`src/rtl/wbs_pkg.sv`:
```
package wbs_pkg;
  typedef enum logic [1:0] {
    SRC_IDLE   = 2'd0,
    SRC_BATCH  = 2'd1,
    SRC_REFILL = 2'd2
  } pick_src_e;
endpackage

```
`src/rtl/wbs_mask_bank.sv`:
```
module wbs_mask_bank #(
  parameter int NUM_WARPS = 4,
  parameter int WID_W     = 2,
  parameter int CNT_W     = 3
) (
  input  logic                 clk,
  input  logic                 rst_n,
  input  logic                 stall_req,
  input  logic [WID_W-1:0]     stall_wid,
  input  logic                 unstall_req,
  input  logic [WID_W-1:0]     unstall_wid,
  input  logic [NUM_WARPS-1:0] bar_hold_set,
  input  logic [NUM_WARPS-1:0] bar_hold_clr,
  input  logic                 spawn_valid,
  input  logic [CNT_W-1:0]     spawn_count,
  input  logic                 retire_valid,
  input  logic [WID_W-1:0]     retire_wid,
  output logic [NUM_WARPS-1:0] eligible
);
  localparam logic [NUM_WARPS-1:0] ONE = NUM_WARPS'(1);

  logic [NUM_WARPS-1:0] active_q, stalled_q, bar_q;
  logic [NUM_WARPS-1:0] stall_1h, unstall_1h, retire_1h, spawn_mask;

  assign stall_1h   = stall_req    ? (ONE << stall_wid)   : '0;
  assign unstall_1h = unstall_req  ? (ONE << unstall_wid) : '0;
  assign retire_1h  = retire_valid ? (ONE << retire_wid)  : '0;

  for (genvar g = 0; g < NUM_WARPS; g++) begin : g_spawn
    assign spawn_mask[g] = (spawn_count > CNT_W'(g));
  end

  always_ff @(posedge clk) begin
    if (!rst_n) begin
      active_q  <= ONE;
      stalled_q <= '0;
      bar_q     <= '0;
    end else begin
      active_q  <= (spawn_valid ? spawn_mask : active_q) & ~retire_1h;
      stalled_q <= (stalled_q & ~unstall_1h) | stall_1h;
      bar_q     <= (bar_q & ~bar_hold_clr) | bar_hold_set;
    end
  end

  assign eligible = active_q & ~stalled_q & ~bar_q;

  assert_stall_holds_R5: assert property (@(posedge clk) disable iff (!rst_n)
    stall_req |=> stalled_q[$past(stall_wid)]);

  assert_retire_clears_R9: assert property (@(posedge clk) disable iff (!rst_n)
    retire_valid |=> !active_q[$past(retire_wid)]);

  assert_bar_set_wins_R7: assert property (@(posedge clk) disable iff (!rst_n)
    (|bar_hold_set) |=> ((bar_q & $past(bar_hold_set)) == $past(bar_hold_set)));
endmodule

```
`src/rtl/wbs_lowest_pick.sv`:
```
module wbs_lowest_pick #(
  parameter int NUM_WARPS = 4,
  parameter int WID_W     = 2
) (
  input  logic [NUM_WARPS-1:0] req,
  output logic [NUM_WARPS-1:0] grant,
  output logic [WID_W-1:0]     idx,
  output logic                 any
);
  always_comb begin
    grant = '0;
    idx   = '0;
    for (int i = NUM_WARPS - 1; i >= 0; i--) begin
      if (req[i]) begin
        grant    = '0;
        grant[i] = 1'b1;
        idx      = WID_W'(i);
      end
    end
    any = |req;
  end
endmodule

```
`src/rtl/warp_batch_sched.sv`:
```
module warp_batch_sched #(
  parameter int NUM_WARPS = 4,
  parameter int WID_W     = (NUM_WARPS > 1) ? $clog2(NUM_WARPS) : 1,
  parameter int CNT_W     = $clog2(NUM_WARPS + 1)
) (
  input  logic                 clk,
  input  logic                 rst_n,
  input  logic                 stall_req,
  input  logic [WID_W-1:0]     stall_wid,
  input  logic                 unstall_req,
  input  logic [WID_W-1:0]     unstall_wid,
  input  logic [NUM_WARPS-1:0] bar_hold_set,
  input  logic [NUM_WARPS-1:0] bar_hold_clr,
  input  logic                 spawn_valid,
  input  logic [CNT_W-1:0]     spawn_count,
  input  logic                 retire_valid,
  input  logic [WID_W-1:0]     retire_wid,
  output logic                 issue_valid,
  output logic [WID_W-1:0]     issue_wid
);
  import wbs_pkg::*;

  logic [NUM_WARPS-1:0] eligible, vis_q, batch_req, pick_req, grant;
  logic                 use_batch, any;
  logic [WID_W-1:0]     idx;
  pick_src_e            src;

  wbs_mask_bank #(.NUM_WARPS(NUM_WARPS), .WID_W(WID_W), .CNT_W(CNT_W)) i_masks (
    .clk(clk), .rst_n(rst_n),
    .stall_req(stall_req), .stall_wid(stall_wid),
    .unstall_req(unstall_req), .unstall_wid(unstall_wid),
    .bar_hold_set(bar_hold_set), .bar_hold_clr(bar_hold_clr),
    .spawn_valid(spawn_valid), .spawn_count(spawn_count),
    .retire_valid(retire_valid), .retire_wid(retire_wid),
    .eligible(eligible)
  );

  // Batch members that lost eligibility are dropped, not waited for.
  assign batch_req = vis_q & eligible;
  assign use_batch = |batch_req;
  assign pick_req  = use_batch ? batch_req : eligible;

  wbs_lowest_pick #(.NUM_WARPS(NUM_WARPS), .WID_W(WID_W)) i_pick (
    .req(pick_req), .grant(grant), .idx(idx), .any(any)
  );

  always_comb begin
    if (!any)          src = SRC_IDLE;
    else if (use_batch) src = SRC_BATCH;
    else               src = SRC_REFILL;
  end

  always_ff @(posedge clk) begin
    if (!rst_n) vis_q <= '0;
    else        vis_q <= pick_req & ~grant;
  end

  assign issue_valid = any;
  assign issue_wid   = idx;

  assert_issue_eligible_R3: assert property (@(posedge clk) disable iff (!rst_n)
    issue_valid |-> eligible[issue_wid]);

  assert_idle_only_if_none_R4: assert property (@(posedge clk) disable iff (!rst_n)
    !issue_valid |-> (eligible == '0));

  assert_batch_ascending_R2: assert property (@(posedge clk) disable iff (!rst_n)
    (src == SRC_BATCH) |-> (issue_wid > $past(issue_wid)));

  assert_spawn_none_R8: assert property (@(posedge clk) disable iff (!rst_n)
    (spawn_valid && spawn_count == '0 && !retire_valid) |=> !issue_valid);

  assert_idle_wid_zero_R10: assert property (@(posedge clk) disable iff (!rst_n)
    !issue_valid |-> (issue_wid == '0));
endmodule

```
`config.mk`:
```
export PLATFORM = sky130hd
export DESIGN_NAME = warp_batch_sched
export DESIGN_NICKNAME = d
export VERILOG_FILES = /design/src/rtl/wbs_pkg.sv /design/src/rtl/wbs_mask_bank.sv /design/src/rtl/wbs_lowest_pick.sv /design/src/rtl/warp_batch_sched.sv
export SDC_FILE = /design/constraint.sdc
export NUM_CORES = 1
export LEC_CHECK = 0
export ABC_CLOCK_PERIOD_IN_PS = 1900
export BUFFER_PORTS_ARGS = -buffer_cell sky130_fd_sc_hd__buf_2
export CORE_MARGIN = 5
export CORE_UTILIZATION = 37
export DETAILED_ROUTE_END_ITERATION = 12
export PLACE_DENSITY = 0.63
export SLEW_MARGIN = 0
export SYNTH_ARGS = -nofsm -noshare
export SYNTH_HDL_FRONTEND = slang
export SYNTH_SLANG_ARGS = --single-unit
```
`constraint.sdc`:
```
create_clock -name clk -period 1.9 [get_ports clk]
set_input_delay 0.19 -clock clk [delete_from_list [all_inputs] [get_ports clk]]
set_output_delay 0.19 -clock clk [all_outputs]
set_load 0.05 [all_outputs]
```
# == Word level (Yosys, flattened, before mapping) ==
# Index checks and enable logic that the tools add are counted.
# classes
magnitude_cmp,4
shift,3
muxes,13
bitwise_logic,15
reduce_logical,2
# ops
op,count
4-bit 2-to-1 mux,9
4-bit bitwise AND,7
4-bit inverter,6
"1-bit by 2-bit << shifter with 4-bit output, first input constant",3
2-bit 2-to-1 mux,4
4-bit OR,2
4-bit OR reduction,2
"3-bit by 1-bit greater-than comparator with 1-bit output, second input constant",2
"3-bit by 2-bit greater-than comparator with 1-bit output, second input constant",2
# totals
register_bits,16
elab_cells,41

# == Depth between registers and ports, before layout ==
# Gate-level depths: netlist of run 1.
# depth
ltp_word,12
ltp_mapped,4

# == Modules after synthesis ==
# Synthesis of run 1 repeated with hierarchy kept, for this count alone.
# unflattened
hier_cells,84
hier_area_um2,789.5
# modules_own_cells
module,instances,cells_per_inst,area_each_um2
wbs_mask_bank,1,56,525.5
warp_batch_sched,1,18,205.2
wbs_lowest_pick,1,10,58.8

# == Worst setup path after synthesis of run 1 ==
# No wires, ideal clock.
# synth_path
kind,register to output
from,reg i_masks.stalled_q[3]
to,out issue_wid[0]
arrival_time_ns,1.608
required_time_ns,1.710
path_slack_ns,0.102
stages_incl_launch_ff,5
n_path_buf,0
path_cell_list,dfxtp_1 nor3b_4 a21oi_1 o21a_1 o32ai_2
# synth_via
elab_chain_cells,10
# synth_lines
item,line,source
from (decl),wbs_mask_bank.sv:22,"logic [NUM_WARPS-1:0] active_q, stalled_q, bar_q;"
from (signal assigned),wbs_mask_bank.sv:40,stalled_q <= (stalled_q & ~unstall_1h) | stall_1h;
4-bit inverter *,wbs_mask_bank.sv:45,assign eligible = active_q & ~stalled_q & ~bar_q;
4-bit bitwise AND * (2 in a row),wbs_mask_bank.sv:45,
4-bit bitwise AND,warp_batch_sched.sv:39,assign batch_req = vis_q & eligible;
4-bit OR reduction,warp_batch_sched.sv:40,assign use_batch = |batch_req;
4-bit 2-to-1 mux *,warp_batch_sched.sv:41,assign pick_req = use_batch ? batch_req : eligible;
2-bit 2-to-1 mux (3 in a row),wbs_lowest_pick.sv:14,if (req[i]) begin
2-bit 2-to-1 mux *,wbs_lowest_pick.sv:14,
to (decl),warp_batch_sched.sv:19,output logic [WID_W-1:0] issue_wid
# Mark *: on every way between the ends. The rest lies on a longest branch, timed or not.

# == Worst setup path after layout of run 1 ==
# layout_path
from,reg i_masks.bar_q[1]
to,out issue_wid[0]
# layout_via
elab_chain_cells,9
# layout_lines
item,line,source
from (decl),wbs_mask_bank.sv:22,
from (signal assigned),wbs_mask_bank.sv:41,bar_q <= (bar_q & ~bar_hold_clr) | bar_hold_set;
4-bit inverter *,wbs_mask_bank.sv:45,
4-bit bitwise AND *,wbs_mask_bank.sv:45,
4-bit bitwise AND,warp_batch_sched.sv:39,
4-bit OR reduction,warp_batch_sched.sv:40,
4-bit 2-to-1 mux *,warp_batch_sched.sv:41,
2-bit 2-to-1 mux (3 in a row),wbs_lowest_pick.sv:14,
2-bit 2-to-1 mux *,wbs_lowest_pick.sv:14,
# Marks and branches as above.

==> results of run 1 <==
==> worst max-delay path by stage <==
stage	start	to	depth (start not counted)
after CTS	i_masks.bar_q[1]	issue_wid[0]	5
after detailed placement	i_masks.active_q[3]	issue_wid[0]	5
after global routing	i_masks.stalled_q[3]	issue_wid[0]	5
final	i_masks.bar_q[1]	issue_wid[0]	5
after floorplan	i_masks.stalled_q[3]	issue_wid[0]	4
after global placement	i_masks.active_q[3]	issue_wid[0]	5
==> synth_stat cells <==
master / n
clkbuf_1: 2
a32oi_1: 1
nor2b_1: 6
nor3b_1: 3
o21ai_0: 10
a211oi_1: 1
a21oi_1: 8
and2_1: 2
nand3_1: 2
and4b_1: 1
o21a_1: 6
o211a_1: 1
dfxtp_1: 15
nor2_1: 6
nand3b_1: 2
or3b_2: 1
mux2i_1: 1
o32ai_2: 1
and3_2: 1
a22o_2: 1
nor3b_2: 1
o21ai_2: 1
and4bb_2: 1
o221ai_1: 1
nand2_1: 10
a22oi_1: 1
nor3b_4: 1
==> power breakdown <==
part / internal [W] / switching, W
clock network: 0.0000812 / 0.0000933
registers: 0.000333 / 0.0000141
logic: 0.0000646 / 0.0000763
total: 0.000478 / 0.000184
==> placed cells by master, fill, tap and decap left out, drive strengths merged <==
cell    netlist  final
a32oi         1      1
mux2i         1      1
dfxtp        15     15
nor2          6      6
nand3         2      2
buf           0     25
or3b          1      1
nor3b         5      5
o32ai         1      1
nand3b        2      2
o221ai        1      1
and3          1      1
a22oi         1      1
o21ai        11     11
clkbuf        2      5
and2          2      2
nand2        10     10
a22o          1      1
a21oi         8      8
o211a         1      1
o21a          6      6
and4b         1      1
a211oi        1      1
nor2b         6      6
and4bb        1      1
==> worst reg2reg max path, stage by stage (launching register included) <==
cell     delay (ns)
dfxtp_2        0.33
nor3b_4        0.16
buf_4          0.14
a22o_2         0.26
o21ai_2        0.19
and3_2         0.19
==> sequential cells by signal, summed over array words and instances, names as in the netlist <==
register	count
i_masks.active_q	4
i_masks.stalled_q	4
i_masks.bar_q	4
vis_q	3
==> metal layers <==
metal  up-vias  wire length (um)
li1        375                 -
met2        21               825
met4         0                12
met5         -                 0
met3         2               113
met1       326               767
==> timing repair <==
action | in CTS | in global routing
endpoints found under the hold margin | 0 | 0
gates resized for setup | 4 | 6
setup buffers | 0 | 1
pin swaps | 2 | 4
endpoints found under the setup margin | 3 | 3
==> cells by family after synthesis <==
kind of cell    synth area share
buf+inv                  0.00990
mux                       0.0132
simple gates               0.300
compound gates             0.281
flops                      0.396
==> layout make-up <==
| class | instances | area [um^2] |
|---|---|---|
| Fill cell | 214 | 995 |
| Multi-Input combinational cell | 70 | 455 |
| Sequential cell | 15 | 304 |
| Timing Repair Buffer | 26 | 148 |
| Tap cell | 27 | 33.8 |
| Clock buffer | 4 | 26.3 |
==> stage by stage <==
step / hold WS [ns] / util / total power, W / setup WS, ns / TNS (ns)
detailed placement: 0.399 / 0.464 / 0.000485 / 0.213 / 0
floorplan: 0.314 / - / 0.000436 / 0.102 / 0
finish: 0.117 / 0.493 / 0.000662 / 0.0144 / 0
global placement: 0.399 / 0.464 / 0.000483 / 0.278 / 0
global route: 0.111 / 0.493 / 0.000707 / -0.0633 / -0.163
CTS: 0.108 / 0.483 / 0.000669 / 0.00505 / 0
==> run metrics, run 1 <==
outcome completed; antenna viol nets, final 0; Initial Util 0.386; Worst Tran Pin Value 0.285 ns; Port Buf Inserts 25; met3 usage 0.0280; CTS root buf clkbuf_4; Power Density 685 nW/um^2; r2r setup slk 0.59 ns; CP bufs+invs 1; Hold Crit Class input pin to flop; Largest stage delay, worst path 0.34 ns; GR Util met1 0.139; final HPWL from detailed placement 1.37 mm; die area 3050 um^2; Routed WL per cell 12.1 um; Clk Latency, worst-skew pair 0.27 ns; Core ar. 1960 um^2; CP Launch Type flop; GR Util met2 0.191; Max Slew Vio Count 0; Ports 26; WL final 1.72 mm; final hold vios 0; area grow syn2layout 27.6%; Rows 16; grt ovf 0; crit path DAT 1.70 ns; GRT Total Usage 0.115; syn_nets 110; post-synthesis cell area 758 um^2; Final Critical Period 1.89 ns; post-synthesis cell type count 27; GR peak layer met2; HP Start bar_hold_set[1]; CTS max path bufs 2; number of inserted diodes 0; CTS tree built; Leakage Power 0.402 nW; Crit Path Category flop to output pin; instance count of the mapped netlist 87; Fmax 530 MHz; Remaining DRCs 0; Worst Setup End Kind output pin; clk_skew 0.00769 ns; Area contributors post-synth dfxtp_1, o21ai_0, o21a_1, a21oi_1, nand2_1; Crit-path slowest cell dfxtp_1; Top Family by Delay on Critical Path compound AO/OA/AOI/OAI gates; Synth Area per Inst 8.72 um^2; Max H-tree Level 1; peak supply drop 0.303 mV; YS warnings 0; layout cells sized above 1 0.357; Reg clk slew, reported paths 0.09 ns; hold path depth 2; R2R Path Start i_masks.active_q[3]; detailed-router iteration count before antenna repair 4; vias in the first global route 694; Vias/cell 5.10; unrepaired setup endpoints after global routing true; GP Congestion 0.782; Die Span X 55.3 um; CTS Buf Count 3; largest net degree at the start of global routing 16; Max-slew headroom 0.809; crit-path cells and4bb_2 -> a21oi_1 -> o21a_1 -> o32ai_2 -> buf_6; cell accounting for the most synthesized area dfxtp_1; placed inst area 910 um^2; Final Cell Area 967 um^2; r2r worst-path depth 5; Hold Buf Count CTS 0; vias after detailed routing 724; # setup viols final 0; post-synth top area share 0.396; Sink Count 15; crit path max fanout 4; nets 139; post-route insts no fill 142; initial antenna violation count 0; first-pass GRT wire length 2.86 mm; First DRT Iteration DRCs 9; R2R Path End vis_q[2]; die height 55.3 um; Seq/Total Area, Yosys 0.396; Worst Hold End i_masks.bar_q[1]; max cap viols 0; Tcrit/Tclk final 0.992; #FFs+latches synth 15; Post-Place Cells 137; WP data required 1.71 ns
No activity file was read; power rests on OpenSTA's default activity.
==> run 2, diff against run 1 <==
--- a/config.mk
+++ b/config.mk
@@ -5,12 +5,13 @@
 export SDC_FILE = /design/constraint.sdc
 export NUM_CORES = 1
 export LEC_CHECK = 0
-export ABC_CLOCK_PERIOD_IN_PS = 1900
+export ABC_AREA = 0
+export ABC_CLOCK_PERIOD_IN_PS = 2150
 export BUFFER_PORTS_ARGS = -buffer_cell sky130_fd_sc_hd__buf_2
 export CORE_MARGIN = 5
-export CORE_UTILIZATION = 37
+export CORE_UTILIZATION = 45
 export DETAILED_ROUTE_END_ITERATION = 12
-export PLACE_DENSITY = 0.63
+export PLACE_DENSITY = 0.74
 export SLEW_MARGIN = 0
 export SYNTH_ARGS = -nofsm -noshare
 export SYNTH_HDL_FRONTEND = slang
==> constraint.sdc (replaced) <==
create_clock -name clk -period 2.15 [get_ports clk]
set_input_delay 0.215 -clock clk [delete_from_list [all_inputs] [get_ports clk]]
set_output_delay 0.215 -clock clk [all_outputs]
set_load 0.05 [all_outputs]
==> run 2 against run 1 <==
Net effect:
- cell area decreased by 4.7%
- sequential share of layout area increased by 1.1 points
- hold slack improved by 0.018 ns
- cell count decreased by 8.5%
- utilization increased by 9.9 points
- register-to-register slack improved by 0.28 ns
- via count increased by 0.41%
- clock power decreased by 12%
- power decreased by 13%
- highest routed layer unchanged
==> run metrics, run 2 (synthesized netlist as in run 1, its figures left out) <==
setup ws final 0.166 ns (was 0.0144 ns); most common cell after layout, fill and taps aside buf_2 (unchanged); Max H-tree Level 1 (unchanged); final HPWL from detailed placement 1.35 mm (was 1.37 mm); CTS Buf Count 3 (unchanged); initial antenna violation count 0 (unchanged); vias in the first global route 636 (was 694); detailed-router iteration count before antenna repair 4 (unchanged); unrepaired setup endpoints after global routing false (was true); CTS root buf clkbuf_4 (unchanged); Vias/cell 5.59 (was 5.10); number of inserted diodes 0 (unchanged); Ports 26 (unchanged); Top Family by Delay on Critical Path compound AO/OA/AOI/OAI gates (unchanged); dpl ws 0.468 ns (was 0.213 ns); Die Span X 51.1 um (was 55.3 um); grt ovf 0 (unchanged); crit path DAT 1.77 ns (was 1.70 ns); outcome completed (unchanged); nets 138 (was 139); CP bufs+invs 1 (unchanged); Routed WL per cell 12.9 um (was 12.1 um); setup TNS 0 ns (unchanged); post-cts gate resize count 0 (was 4); area grow syn2layout 21.6% (was 27.6%); Remaining DRCs 0 (unchanged); WL final 1.67 mm (was 1.72 mm); Worst Setup End Kind output pin (unchanged); Reg clk slew, reported paths 0.09 ns (about the same); Power Density 624 nW/um^2 (was 685 nW/um^2); max cap viols 0 (unchanged); crit path max fanout 5 (was 4); largest net degree at the start of global routing 16 (unchanged); Final Critical Period 1.98 ns; first-pass GRT wire length 2.68 mm (was 2.86 mm); Rows 14 (was 16); # setup viols final 0 (unchanged); layout cells sized above 1 0.316 (was 0.357); crit-path cells nor3b_2 -> a22o_2 -> nor2_1 -> o32ai_2 -> buf_2 (was and4bb_2 -> a21oi_1 -> o21a_1 -> o32ai_2 -> buf_6); Leakage Power 0.390 nW (was 0.402 nW); Port Buf Inserts 25 (unchanged); clk_skew 0.00978 ns (was 0.00769 ns); commonest non-fill, non-tap cells in the layout buf_2, dfxtp_1, nand2_1, o21ai_0, a21oi_1 (unchanged); Tcrit/Tclk final 0.923; Crit-path slowest cell dfxtp_1 (unchanged); die height 51.1 um (was 55.3 um); First DRT Iteration DRCs 7 (was 9); vias after detailed routing 727 (was 724); WP data required 1.93 ns (was 1.71 ns); Largest stage delay, worst path 0.34 ns (about the same); Largest regs i_masks.active_q x4, i_masks.bar_q x4, i_masks.stalled_q x4 (unchanged); Crit Path Category flop to output pin (unchanged); Fmax 504 MHz; Core ar. 1560 um^2 (was 1960 um^2); total power draw 0.000576 W (was 0.000662 W); antenna viol nets, final 0 (unchanged); Max Slew Vio Count 0 (unchanged); final hold vios 0 (unchanged); Sink Count 15 (unchanged); die area 2610 um^2 (was 3050 um^2); Initial Util 0.486 (was 0.386); Max-slew headroom 0.771 (was 0.809); Clk Latency, worst-skew pair 0.28 ns (was 0.27 ns); Hold Buf Count CTS 0 (unchanged); CTS tree built (unchanged); Hold Crit Class input pin to flop (unchanged); peak supply drop 0.453 mV (was 0.303 mV); GRT Total Usage 0.137 (was 0.115); CTS max path bufs 2 (unchanged); post-CTS setup buffer count 0 (unchanged); GP Congestion 0.872 (was 0.782); Worst Tran Pin Value 0.342 ns (was 0.285 ns); CP Launch Type flop (unchanged)
[run 2: per-layer routing]
metal | wire [um] | up-vias | track usage
met4 | 10 | 0 | 0.0404
met3 | 111 | 2 | 0.0523
met2 | 833 | 19 | 0.240
li1 | - | 377 | -
met1 | 717 | 329 | 0.155
met5 | 0 | - | 0
[run 2: path summary, 6_finish.rpt]
check                       start                    to  slack, ns  cells past startpoint
max           i_masks.active_q[2]          issue_wid[0]       0.17                      5
min reg2reg  i_masks.stalled_q[0]  i_masks.stalled_q[0]       0.52                      2
max reg2reg   i_masks.active_q[2]              vis_q[2]       0.87                      4
min               bar_hold_set[1]      i_masks.bar_q[1]       0.14                      2
[run 2: final cells by class]
type | instances | area [um^2]
Multi-Input combinational cell | 70 | 450
Clock buffer | 4 | 26.3
Fill cell | 140 | 637
Timing Repair Buffer | 25 | 125
Tap cell | 16 | 20.0
Sequential cell | 15 | 300
[run 2: where the power goes]
part,switching [W],internal (W),leakage [nW]
clock network,0.0000817,0.0000720,0.0150
logic,0.0000662,0.0000500,0.251
registers,0.0000125,0.000293,0.124
[run 2: metrics by stage]
step / utilization / instances / hold slack [ns] / instance area [um^2]
after floorplan: - / 87 / 0.339 / 758
after global placement: 0.575 / 126 / 0.422 / 896
after detailed placement: 0.575 / 126 / 0.425 / 896
after CTS: 0.591 / 130 / 0.120 / 922
after global routing: 0.591 / 130 / 0.135 / 922
final: 0.591 / 130 / 0.135 / 922
